===== src/rtl/rla_pkg.sv =====
`timescale 1ns/1ps
package rla_pkg;

    // Occupancy class of the adapter storage (output register plus skid store).
    typedef enum logic [1:0] {
        ST_EMPTY = 2'd0,  // no word held
        ST_HEAD  = 2'd1,  // output register only
        ST_SKID  = 2'd2,  // output register plus a partly filled skid store
        ST_FULL  = 2'd3   // every slot occupied
    } rla_state_e;

    // Flag pair carried with every word; the packed word is {sop, eop, data}.
    typedef struct packed {
        logic sop;
        logic eop;
    } rla_flags_t;

endpackage


===== src/rtl/rla_skid_store.sv =====
`timescale 1ns/1ps
module rla_skid_store #(
    parameter int WORD_W = 18,
    parameter int DEPTH  = 2
) (
    input  logic                 clk,
    input  logic                 rst,
    input  logic                 wr_en,
    input  logic [WORD_W-1:0]    wr_word,
    input  logic                 rd_en,
    output logic [WORD_W-1:0]    rd_word,
    output logic [$clog2(DEPTH+1)-1:0] count,
    output logic                 empty,
    output logic                 full
);
    localparam int PTR_W = (DEPTH > 1) ? $clog2(DEPTH) : 1;
    localparam int CNT_W = $clog2(DEPTH + 1);
    localparam logic [PTR_W-1:0] PTR_LAST = PTR_W'(DEPTH - 1);

    logic [WORD_W-1:0] slots [DEPTH];
    logic [PTR_W-1:0]  wr_ptr_q;
    logic [PTR_W-1:0]  rd_ptr_q;
    logic [CNT_W-1:0]  count_q;

    function automatic logic [PTR_W-1:0] ptr_step(input logic [PTR_W-1:0] p);
        return (p == PTR_LAST) ? '0 : p + PTR_W'(1);
    endfunction

    always_ff @(posedge clk) begin
        if (wr_en) begin
            slots[wr_ptr_q] <= wr_word;
        end
    end

    always_ff @(posedge clk) begin
        if (rst) begin
            wr_ptr_q <= '0;
            rd_ptr_q <= '0;
            count_q  <= '0;
        end else begin
            if (wr_en) begin
                wr_ptr_q <= ptr_step(wr_ptr_q);
            end
            if (rd_en) begin
                rd_ptr_q <= ptr_step(rd_ptr_q);
            end
            unique case ({wr_en, rd_en})
                2'b10:   count_q <= count_q + CNT_W'(1);
                2'b01:   count_q <= count_q - CNT_W'(1);
                default: count_q <= count_q;
            endcase
        end
    end

    assign rd_word = slots[rd_ptr_q];
    assign count   = count_q;
    assign empty   = (count_q == '0);
    assign full    = (count_q == CNT_W'(DEPTH));

    // the skid store is never written beyond its depth.
    p_skid_no_overflow_r3: assert property (@(posedge clk) disable iff (rst)
        (wr_en && !rd_en) |-> !full)
        else $error("skid store written while full");

    // a word is never taken from an empty skid store.
    p_skid_no_underflow_r5: assert property (@(posedge clk) disable iff (rst)
        rd_en |-> !empty)
        else $error("skid store read while empty");

endmodule


===== src/rtl/rla_ready_ctrl.sv =====
`timescale 1ns/1ps
module rla_ready_ctrl #(
    parameter int CAP   = 3,
    parameter int OCC_W = 2
) (
    input  logic             clk,
    input  logic             rst,
    input  logic [OCC_W-1:0] occ_next,
    output logic             in_ready
);
    localparam int SUM_W = OCC_W + 2;

    logic             ready_q;
    logic [SUM_W-1:0] worst_case;

    // Words that might occupy storage before this request can be withdrawn:
    // what is held next cycle, one possibly in flight from the current
    // request, and one more if the request is raised again.
    assign worst_case = SUM_W'(occ_next) + SUM_W'(ready_q) + SUM_W'(1);

    always_ff @(posedge clk) begin
        if (rst) begin
            ready_q <= 1'b0;
        end else begin
            ready_q <= (worst_case <= SUM_W'(CAP));
        end
    end

    assign in_ready = ready_q;

    // the request stays low in the first cycle after reset.
    p_ready_low_after_reset_r6: assert property (@(posedge clk) disable iff (rst)
        $past(rst) |-> !in_ready)
        else $error("in_ready high right after reset");

endmodule


===== src/rtl/stream_rl_adapter.sv =====
`timescale 1ns/1ps
module stream_rl_adapter #(
    parameter int DATA_W     = 16,
    parameter int SKID_DEPTH = 2
) (
    input  logic              clk,
    input  logic              rst,
    input  logic [DATA_W-1:0] in_data,
    input  logic              in_sop,
    input  logic              in_eop,
    input  logic              in_valid,
    output logic              in_ready,
    output logic [DATA_W-1:0] out_data,
    output logic              out_sop,
    output logic              out_eop,
    output logic              out_valid,
    input  logic              out_ready
);
    import rla_pkg::*;

    localparam int WORD_W = DATA_W + $bits(rla_flags_t);
    localparam int CAP    = SKID_DEPTH + 1;
    localparam int OCC_W  = $clog2(CAP + 1);
    localparam int CNT_W  = $clog2(SKID_DEPTH + 1);

    rla_state_e        state_q, state_d;
    logic [WORD_W-1:0] out_word_q;
    logic              out_valid_q;

    logic [WORD_W-1:0] in_word;
    logic [WORD_W-1:0] skid_word;
    logic [CNT_W-1:0]  skid_cnt;
    logic              skid_empty;
    logic              skid_full;

    logic              push, pop, head_free, direct, skid_wr, skid_rd;
    logic [OCC_W-1:0]  occ, occ_next;

    rla_flags_t        in_flags;

    assign in_flags = '{sop: in_sop, eop: in_eop};
    assign in_word  = {in_flags, in_data};

    // Handshake events.
    assign push      = in_valid;
    assign pop       = out_valid_q & out_ready;
    assign head_free = ~out_valid_q | pop;
    assign direct    = push & skid_empty & head_free;
    assign skid_wr   = push & ~direct;
    assign skid_rd   = head_free & ~skid_empty;

    assign occ      = OCC_W'(out_valid_q) + OCC_W'(skid_cnt);
    assign occ_next = occ + OCC_W'(push) - OCC_W'(pop);

    rla_skid_store #(
        .WORD_W (WORD_W),
        .DEPTH  (SKID_DEPTH)
    ) u_skid (
        .clk     (clk),
        .rst     (rst),
        .wr_en   (skid_wr),
        .wr_word (in_word),
        .rd_en   (skid_rd),
        .rd_word (skid_word),
        .count   (skid_cnt),
        .empty   (skid_empty),
        .full    (skid_full)
    );

    rla_ready_ctrl #(
        .CAP   (CAP),
        .OCC_W (OCC_W)
    ) u_ready (
        .clk      (clk),
        .rst      (rst),
        .occ_next (occ_next),
        .in_ready (in_ready)
    );

    // State register.
    always_ff @(posedge clk) begin
        if (rst) begin
            state_q <= ST_EMPTY;
        end else begin
            state_q <= state_d;
        end
    end

    // Transitions: load, stall-in, drain-out, top-up, unwind, release.
    always_comb begin
        state_d = state_q;
        unique case (state_q)
            ST_EMPTY: begin
                if (push) state_d = ST_HEAD;                        // load
            end
            ST_HEAD: begin
                if (push && !pop)      state_d = ST_SKID;           // stall-in
                else if (pop && !push) state_d = ST_EMPTY;          // drain-out
            end
            ST_SKID: begin
                if (push && !pop && skid_cnt == CNT_W'(SKID_DEPTH - 1))
                    state_d = ST_FULL;                              // top-up
                else if (pop && !push && skid_cnt == CNT_W'(1))
                    state_d = ST_HEAD;                              // unwind
            end
            ST_FULL: begin
                if (pop && !push) state_d = ST_SKID;                // release
            end
            default: state_d = ST_EMPTY;
        endcase
    end

    // Output holding register.
    always_ff @(posedge clk) begin
        if (rst) begin
            out_valid_q <= 1'b0;
            out_word_q  <= '0;
        end else if (head_free) begin
            if (skid_rd) begin
                out_valid_q <= 1'b1;
                out_word_q  <= skid_word;
            end else if (direct) begin
                out_valid_q <= 1'b1;
                out_word_q  <= in_word;
            end else begin
                out_valid_q <= 1'b0;
            end
        end
    end

    assign out_valid = out_valid_q;
    assign out_sop   = out_word_q[WORD_W-1];
    assign out_eop   = out_word_q[WORD_W-2];
    assign out_data  = out_word_q[DATA_W-1:0];

    // output valid agrees with the controller's occupancy class.
    p_valid_tracks_state_r1: assert property (@(posedge clk) disable iff (rst)
        out_valid == (state_q != ST_EMPTY))
        else $error("out_valid disagrees with state");

    // producer contract, a word only follows a raised request.
    p_src_contract_r2: assert property (@(posedge clk) disable iff (rst)
        in_valid |-> $past(in_ready))
        else $error("word arrived without a request");

    // a full adapter never requests, and never receives.
    p_full_blocks_ready_r3: assert property (@(posedge clk) disable iff (rst)
        (state_q == ST_FULL) |-> !in_ready)
        else $error("request raised while full");

    p_no_overflow_r3: assert property (@(posedge clk) disable iff (rst)
        (state_q == ST_FULL) |-> !in_valid)
        else $error("word arrived while full");

    // a stalled word is held unchanged.
    p_hold_stable_r4: assert property (@(posedge clk) disable iff (rst)
        (out_valid && !out_ready) |=>
            (out_valid && $stable(out_data) && $stable(out_sop) && $stable(out_eop)))
        else $error("held word changed");

    // FULL is reached only with the skid store full.
    p_full_matches_skid_r9: assert property (@(posedge clk) disable iff (rst)
        (state_q == ST_FULL) == (skid_full && out_valid))
        else $error("FULL state inconsistent with storage");

endmodule


===== config.mk =====
export PLATFORM = sky130hd
export DESIGN_NAME = stream_rl_adapter
export DESIGN_NICKNAME = d
export VERILOG_FILES = /design/src/rtl/rla_pkg.sv /design/src/rtl/rla_skid_store.sv /design/src/rtl/rla_ready_ctrl.sv /design/src/rtl/stream_rl_adapter.sv
export SDC_FILE = /design/constraint.sdc
export NUM_CORES = 1
export LEC_CHECK = 0
export BUFFER_PORTS_ARGS = -buffer_cell sky130_fd_sc_hd__clkbuf_2
export CELL_PAD_IN_SITES_DETAIL_PLACEMENT = 1
export CELL_PAD_IN_SITES_GLOBAL_PLACEMENT = 2
export CORE_ASPECT_RATIO = 2
export CORE_MARGIN = 5
export CORE_UTILIZATION = 37
export CTS_BUF_LIST = sky130_fd_sc_hd__clkbuf_4 sky130_fd_sc_hd__clkbuf_8
export DETAILED_ROUTE_END_ITERATION = 8
export PLACE_DENSITY_LB_ADDON = 0.1
export SLEW_MARGIN = 5
export SYNTH_ARGS = -nofsm -noshare
export SYNTH_HDL_FRONTEND = slang
export SYNTH_HIERARCHICAL = 1
export SYNTH_SLANG_ARGS = --single-unit

===== constraint.sdc =====
create_clock -name clk -period 2.23 [get_ports clk]
set_input_delay 0.446 -clock clk [delete_from_list [all_inputs] [get_ports clk]]
set_output_delay 0.446 -clock clk [all_outputs]
set_load 0.005 [all_outputs]

==> summary.md, run 1 <==
| Metric | Value |
|---|---|
| GPL Wtd Cong | `0.737` |
| Root Buffer Master | `clkbuf_8` |
| Number of maximum-capacitance constraint violations | `0` |
| Met2 wirelength from detailed routing | `2950 um` |
| Total Neg Setup Slack | `0 ps` |
| Cell area after layout | `0.00300 mm^2` |
| Clock transition at the registers of the reported paths | `60 ps` |
| Clock tree from TritonCTS | `built` |
| Leakage | `1.20 nW` |
| Maximum count of clock buffers along a single path | `2` |
| Post-Place Cell Area | `0.00283 mm^2` |
| Number of top-level pins | `42` |
| Number of DRC violations after detailed-routing iteration 0 | `101` |
| Hold Vio Cnt, Final | `0` |
| Post-synthesis average cell area | `14.9 um^2` |
| CTS Buf Count | `9` |
| Share of the cycle needed by the critical path after routing | `85.5%` |
| Commonest non-fill, non-tap cell in the layout | `clkbuf_2` |
| Arrival time of data at the critical path endpoint | `2160 ps` |
| Quantity of I/O buffers inserted on ports | `41` |
| Slowest library cell on the worst path | `dfxtp_1` |
| Drt wl/cell | `17.4 um` |
| Core region area | `around 0.0069 mm^2` |
| Hold Path Class | `input port to flip-flop` |
| Number of antenna violations at the first check in global routing | `0` |
| Number of H-tree branching levels | `3` |
| Required time reported for the critical path endpoint | `~2500 ps` |
| DR WL met3 | `262 um` |
| Worst setup SP type | `flip-flop` |
| HPWL reported at the end of detailed placement | `around 3900 um` |
| Utilization of the core after routing | `a little over two fifths` |
| Post-Place Cells | `299` |
| Startpoint-to-endpoint class of the critical path | `flip-flop to flip-flop` |
| Cell row count | `43` |
| CTS sink count | `between 60 and 70` |
| Via count of the first global-routing pass | `1,814` |
| Layout area overhead | `16.0%` |
| Floorplan die area | `about 0.0089 mm^2` |
| Gr usage total | `13.5%` |
| Type of element capturing the critical path | `flip-flop` |
| Highest metal layer with signal wires | `met4` |
| Number of antenna-violating nets in the routed design | `0` |
| Total congestion overflow after global routing | `0` |
| Non-filler cells in the finished layout | `around 320` |
| Syn Std Cell Area | `0.00259 mm^2` |
| Share of final-layout standard cells stronger than drive strength 1 | `~43%` |
| CP Cell Sequence | `nor2_2 -> buf_4 -> nor2_1 -> ha_1 -> or3_1 -> a21oi_1` |
| Length of the first detailed-routing pass in iterations | `4` |
| Peak supply drop | `0.614 mV` |
| Largest net degree at the start of global routing | `26` |
| Chip Width | `approximately 69 um` |
| Tightest Pin Transition | `671 ps` |
| Number of post-CTS setup repair buffers | `0` |
| Warning count from the yosys run | `6` |
| Number of antenna cells inserted | `0` |
| Post-synthesis cell count | `around 170` |
| Number of fillers in the final layout | `764` |
| Shortest period the worst path allows | `1910 ps` |
| Setup violations, final | `0` |
| Detail-routed via count per cell | `just over 5` |
| Worst stage delay on the critical path | `460 ps` |
| Max Clock Freq | `524 MHz` |
| DRC violations left | `0` |
| Initial standard-cell utilization of the core | `a little under two fifths` |
| Worst-case headroom to the max-slew limit | `55.3%` |
| Die H | `128 um` |
| Nets | `244` |
| Worst clock skew | `7.31 ps` |
| Hold buffers post-CTS | `0` |
| First-pass GRT wire length | `9200 um` |
| WL final | `5470 um` |
| Status | `complete, no violations` |
| Highest-count cells in the layout ignoring fill and taps | `41 x clkbuf_2, 36 x edfxtp_1, 25 x dfxtp_1` |
| Number of nets produced by synthesis | `197` |
| Met1 WL | `2190 um` |
| Unrepaired setup endpoints after global routing | `no` |
| Via Count | `1,590` |
| Post-cts gate resize count | `0` |
| Largest fanout on the critical path | `12` |
| Number of slew-limit violations in the final report | `0` |
| Pwr dens | `1310 mW/mm^2` |
| Worst skew pair latency | `330 ps` |
==> critical path, delay by kind of cell, from the launching register on <==
| kind | cells | cell delay (ps) |
|---|---|---|
| AO/OA/AOI/OAI | 1 | 150 |
| adder cells (fa/ha/maj) | 1 | 310 |
| buffers and inverters | 1 | 220 |
| flip-flops | 1 | 460 |
| AND/OR/NAND/NOR | 3 | 680 |
==> registers in the layout, summed over array words and instances (netlist names), named ones only <==
signal and count:
u_skid/wr_ptr_q 1, out_valid 1, out_word_q 18, u_skid/slots 36, u_skid/rd_ptr_q 1, u_skid/count 2
u_ready/in_ready 1
==> per-stage QoR <==
step	hold WS (ps)	worst slack [ps]	power, mW
after floorplan	477	22.7	2.83
after global placement	489	270	3.10
after detailed placement	502	199	3.15
after CTS	293	298	4.01
after global routing	299	143	4.22
final	314	323	3.94
==> final cells by class <==
cell class	instances	area [um^2]	share of cell area (%)
Sequential cell	61	1580	52.7
Clock inverter	3	13.8	0.459
Clock buffer	13	154	5.13
Multi-Input combinational cell	97	856	28.5
Tap cell	90	113	3.75
Inverter	3	11.3	0.375
Timing Repair Buffer	48	270	9.01
==> power breakdown <==
group	internal [mW]	leakage [nW]	switching, mW
clock network	0.446	0.0925	0.396
registers	1.49	0.537	0.129
logic	0.683	0.575	0.793
==> final timing paths <==
| check | start | slack [ps] | cells after the start | endpoint |
|---|---|---|---|---|
| worst max register to register | u_skid/count[0] | 320 | 6 | u_skid/count[1] |
| worst min register to register | u_ready/in_ready | 510 | 2 | u_ready/in_ready |
| worst min-delay path | in_data[1] | 310 | 1 | u_skid/slots[1][1] |
| worst max-delay path | u_skid/count[0] | 320 | 6 | u_skid/count[1] |
==> layer usage <==
layer  global-route usage, %  up-vias
met2                    24.1       41
li1                        -      746
met5                       0        -
met3                    4.47        4
met4                    6.21        0
met1                    14.1      799
Power figures use the tool's default switching activity.
==> run 2: changes to the inputs <==
==> constraint.sdc (replaced) <==
create_clock -name clk -period 2.23 [get_ports clk]
set_input_delay 0.223 -clock clk [delete_from_list [all_inputs] [get_ports clk]]
set_output_delay 0.223 -clock clk [all_outputs]
set_load 0.005 [all_outputs]
==> run 2 against run 1 <==
Combinational power about the same. Register-to-register slack is essentially flat. Flip-flop and latch count is the same. Sequential share of layout area down 0.44 points. Cell count unchanged. First-iteration DRC count decreased by 61%. Global-route usage grew 0.24 points. Critical endpoint unchanged. Largest cell class unchanged. Highest routed layer unchanged.
==> summary.md, run 2 (same netlist as run 1, synthesis figures left out) <==
| Metric | Value |
|---|---|
| Setup slack after placement | `328 ps (+130 ps)` |
| Worst-case headroom to the max-slew limit | `55.1% (-0.18 points)` |
| Largest fanout on the critical path | `21 (+9)` |
| Number of antenna-violating nets in the routed design | `0 (unchanged)` |
| Number of maximum-capacitance constraint violations | `0 (unchanged)` |
| Non-filler cells in the finished layout | `315 (unchanged)` |
| Tightest Pin Transition | `674 ps (+2.76 ps)` |
| Leakage | `1.22 nW (+1.2%)` |
| Max FFs per register | `36 (unchanged)` |
| Worst setup SP type | `flip-flop` |
| First-pass GRT wire length | `9060 um (-1.5%)` |
| Total Neg Setup Slack | `0 ps (unchanged)` |
| Number of post-CTS setup repair buffers | `0 (unchanged)` |
| Utilization of the core after routing | `43.9% (+0.36 points)` |
| Total congestion overflow after global routing | `0 (unchanged)` |
| Number of antenna violations at the first check in global routing | `0 (unchanged)` |
| Post-layout power | `4.11 mW (+4.3%)` |
| Core region area | `0.00689 mm^2 (unchanged)` |
| Post-cts gate resize count | `0 (unchanged)` |
| Drt wl/cell | `18.0 um (+3.8%)` |
| Cell area after layout | `0.00302 mm^2 (+0.83%)` |
| Area taken by flip-flops and latches | `0.00158 mm^2 (unchanged)` |
| WL final | `5680 um (+3.8%)` |
| Number of DRC violations after detailed-routing iteration 0 | `39 (-61%)` |
| Setup violations, final | `0 (unchanged)` |
| CP Cell Sequence | `nand2b_4 -> a21oi_1 -> inv_1 -> ha_1 -> or3_1 -> a21oi_1` |
| Share of final-layout standard cells stronger than drive strength 1 | `43.6% (+0.44 points)` |
| Setup slack after layout | `325 ps (+1.46 ps)` |
| Shortest period the worst path allows | `1910 ps (-1.46 ps)` |
| Largest net degree at the start of global routing | `26 (unchanged)` |
| CTS Buf Count | `9 (unchanged)` |
| Type of element capturing the critical path | `flip-flop` |
| Chip Width | `69.1 um (unchanged)` |
| Worst stage delay on the critical path | `380 ps (-80 ps)` |
| DRC violations left | `0 (unchanged)` |
| Min Hold Slack | `88.4 ps (-226 ps)` |
| Via Count | `1,565 (-1.6%)` |
| Max Clock Freq | `525 MHz (about the same)` |
| Clock tree from TritonCTS | `built` |
| Arrival time of data at the critical path endpoint | `2160 ps (about the same)` |
| Share of the cycle needed by the critical path after routing | `85.4% (about the same)` |
| Worst clock skew | `9.65 ps (+2.34 ps)` |
| Crit-path most repeated cell | `a21oi_1` |
| Nets | `244 (unchanged)` |
| HPWL reported at the end of detailed placement | `3960 um (+2.7%)` |
| Hold Path Class | `input port to flip-flop` |
| Largest reg by FF count | `u_skid/slots` |
| Worst skew pair latency | `330 ps (about the same)` |
| Detail-routed via count per cell | `4.97 (-1.6%)` |
| Gr usage total | `13.7% (+0.24 points)` |
| Floorplan die area | `0.00886 mm^2 (unchanged)` |
| Hold Vio Cnt, Final | `0 (unchanged)` |
| Post-Place Cell Area | `0.00282 mm^2 (-0.44%)` |
| Status | `complete, no violations` |
| Number of fillers in the final layout | `778 (+1.8%)` |
| Number of H-tree branching levels | `3 (unchanged)` |
| Initial standard-cell utilization of the core | `37.6% (unchanged)` |
| Post-Place Cells | `299 (unchanged)` |
| Highest-count cells in the layout ignoring fill and taps | `41 x clkbuf_2, 36 x edfxtp_1, 25 x dfxtp_1` |
| Peak supply drop | `0.594 mV (-3.2%)` |
| Pwr dens | `1360 mW/mm^2 (+3.4%)` |
| Die H | `128 um (unchanged)` |
| Slowest library cell on the worst path | `dfxtp_1` |
| Number of antenna cells inserted | `0 (unchanged)` |
| Root Buffer Master | `clkbuf_8` |
| Required time reported for the critical path endpoint | `2490 ps (about the same)` |
| Maximum count of clock buffers along a single path | `2 (unchanged)` |
| Length of the first detailed-routing pass in iterations | `4 (unchanged)` |
| Startpoint-to-endpoint class of the critical path | `flip-flop to flip-flop` |
| Number of top-level pins | `42 (unchanged)` |
| GPL Wtd Cong | `0.735 (-0.39%)` |
| Quantity of I/O buffers inserted on ports | `41 (unchanged)` |
| Number of slew-limit violations in the final report | `0 (unchanged)` |
| Cell row count | `43 (unchanged)` |
| Via count of the first global-routing pass | `1,755 (-3.3%)` |
| Unrepaired setup endpoints after global routing | `no` |
| CTS sink count | `61 (unchanged)` |
| Layout area overhead | `16.9%` |
| Commonest non-fill, non-tap cell in the layout | `clkbuf_2` |
| Hold buffers post-CTS | `0 (unchanged)` |
| Area occupied by multi-input gates | `856 um^2 (unchanged)` |
| Clock transition at the registers of the reported paths | `60 ps (about the same)` |
-- run 2: changes by cell type in the layout (fill, tap and decap cells not counted) --
cell       previous run  this run
buf_12                1         0
buf_4                 6         7
bufinv_16             0         1
clkbuf_4              4         5
clkbuf_8              9        10
clkinv_1              1         0
clkinv_2              2         0
-- run 2: path summary, 6_finish.rpt --
| path | endpoint | from | slack [ps] | cells past startpoint |
|---|---|---|---|---|
| hold / removal | u_skid/slots[1][16] | in_eop | 90 | 1 |
| setup reg to reg | u_skid/count[1] | out_valid | 320 | 6 |
| setup / recovery | u_skid/count[1] | out_valid | 320 | 6 |
| hold reg to reg | u_ready/in_ready | u_ready/in_ready | 520 | 2 |
-- run 2: final cells by class --
cell class,count,area share [%]
Clock buffer,15,5.79
Clock inverter,1,0.993
Tap cell,90,3.72
Sequential cell,61,52.3
Inverter,3,0.372
Timing Repair Buffer,48,8.52
Multi-Input combinational cell,97,28.3
-- run 2: where the power goes --
part	leakage, nW	internal [mW]	total [mW]	switching, mW
clock	0.109	0.610	1.00	0.391
sequential	0.537	1.49	1.62	0.134
combinational	0.573	0.678	1.48	0.802
total	1.22	2.78	4.11	1.33
-- run 2: worst max-delay path, delay by kind of cell (launching register included) --
kind | cells | cell delay, ps
AOI/OAI and AO/OA | 2 | 450
DFF | 1 | 380
buffers and inverters | 1 | 100
and+or+nand+nor | 2 | 540
adders and majority gates | 1 | 340
-- run 2: per-layer routing --
layer / GRT usage (%) / vias up / part of all wire [%]
li1: - / 743 / -
met1: 13.6 / 781 / 39
met3: 4.79 / 7 / 4.3
met2: 25.3 / 34 / 54
met5: 0 / - / 0
met4: 6.21 / 0 / 1.9
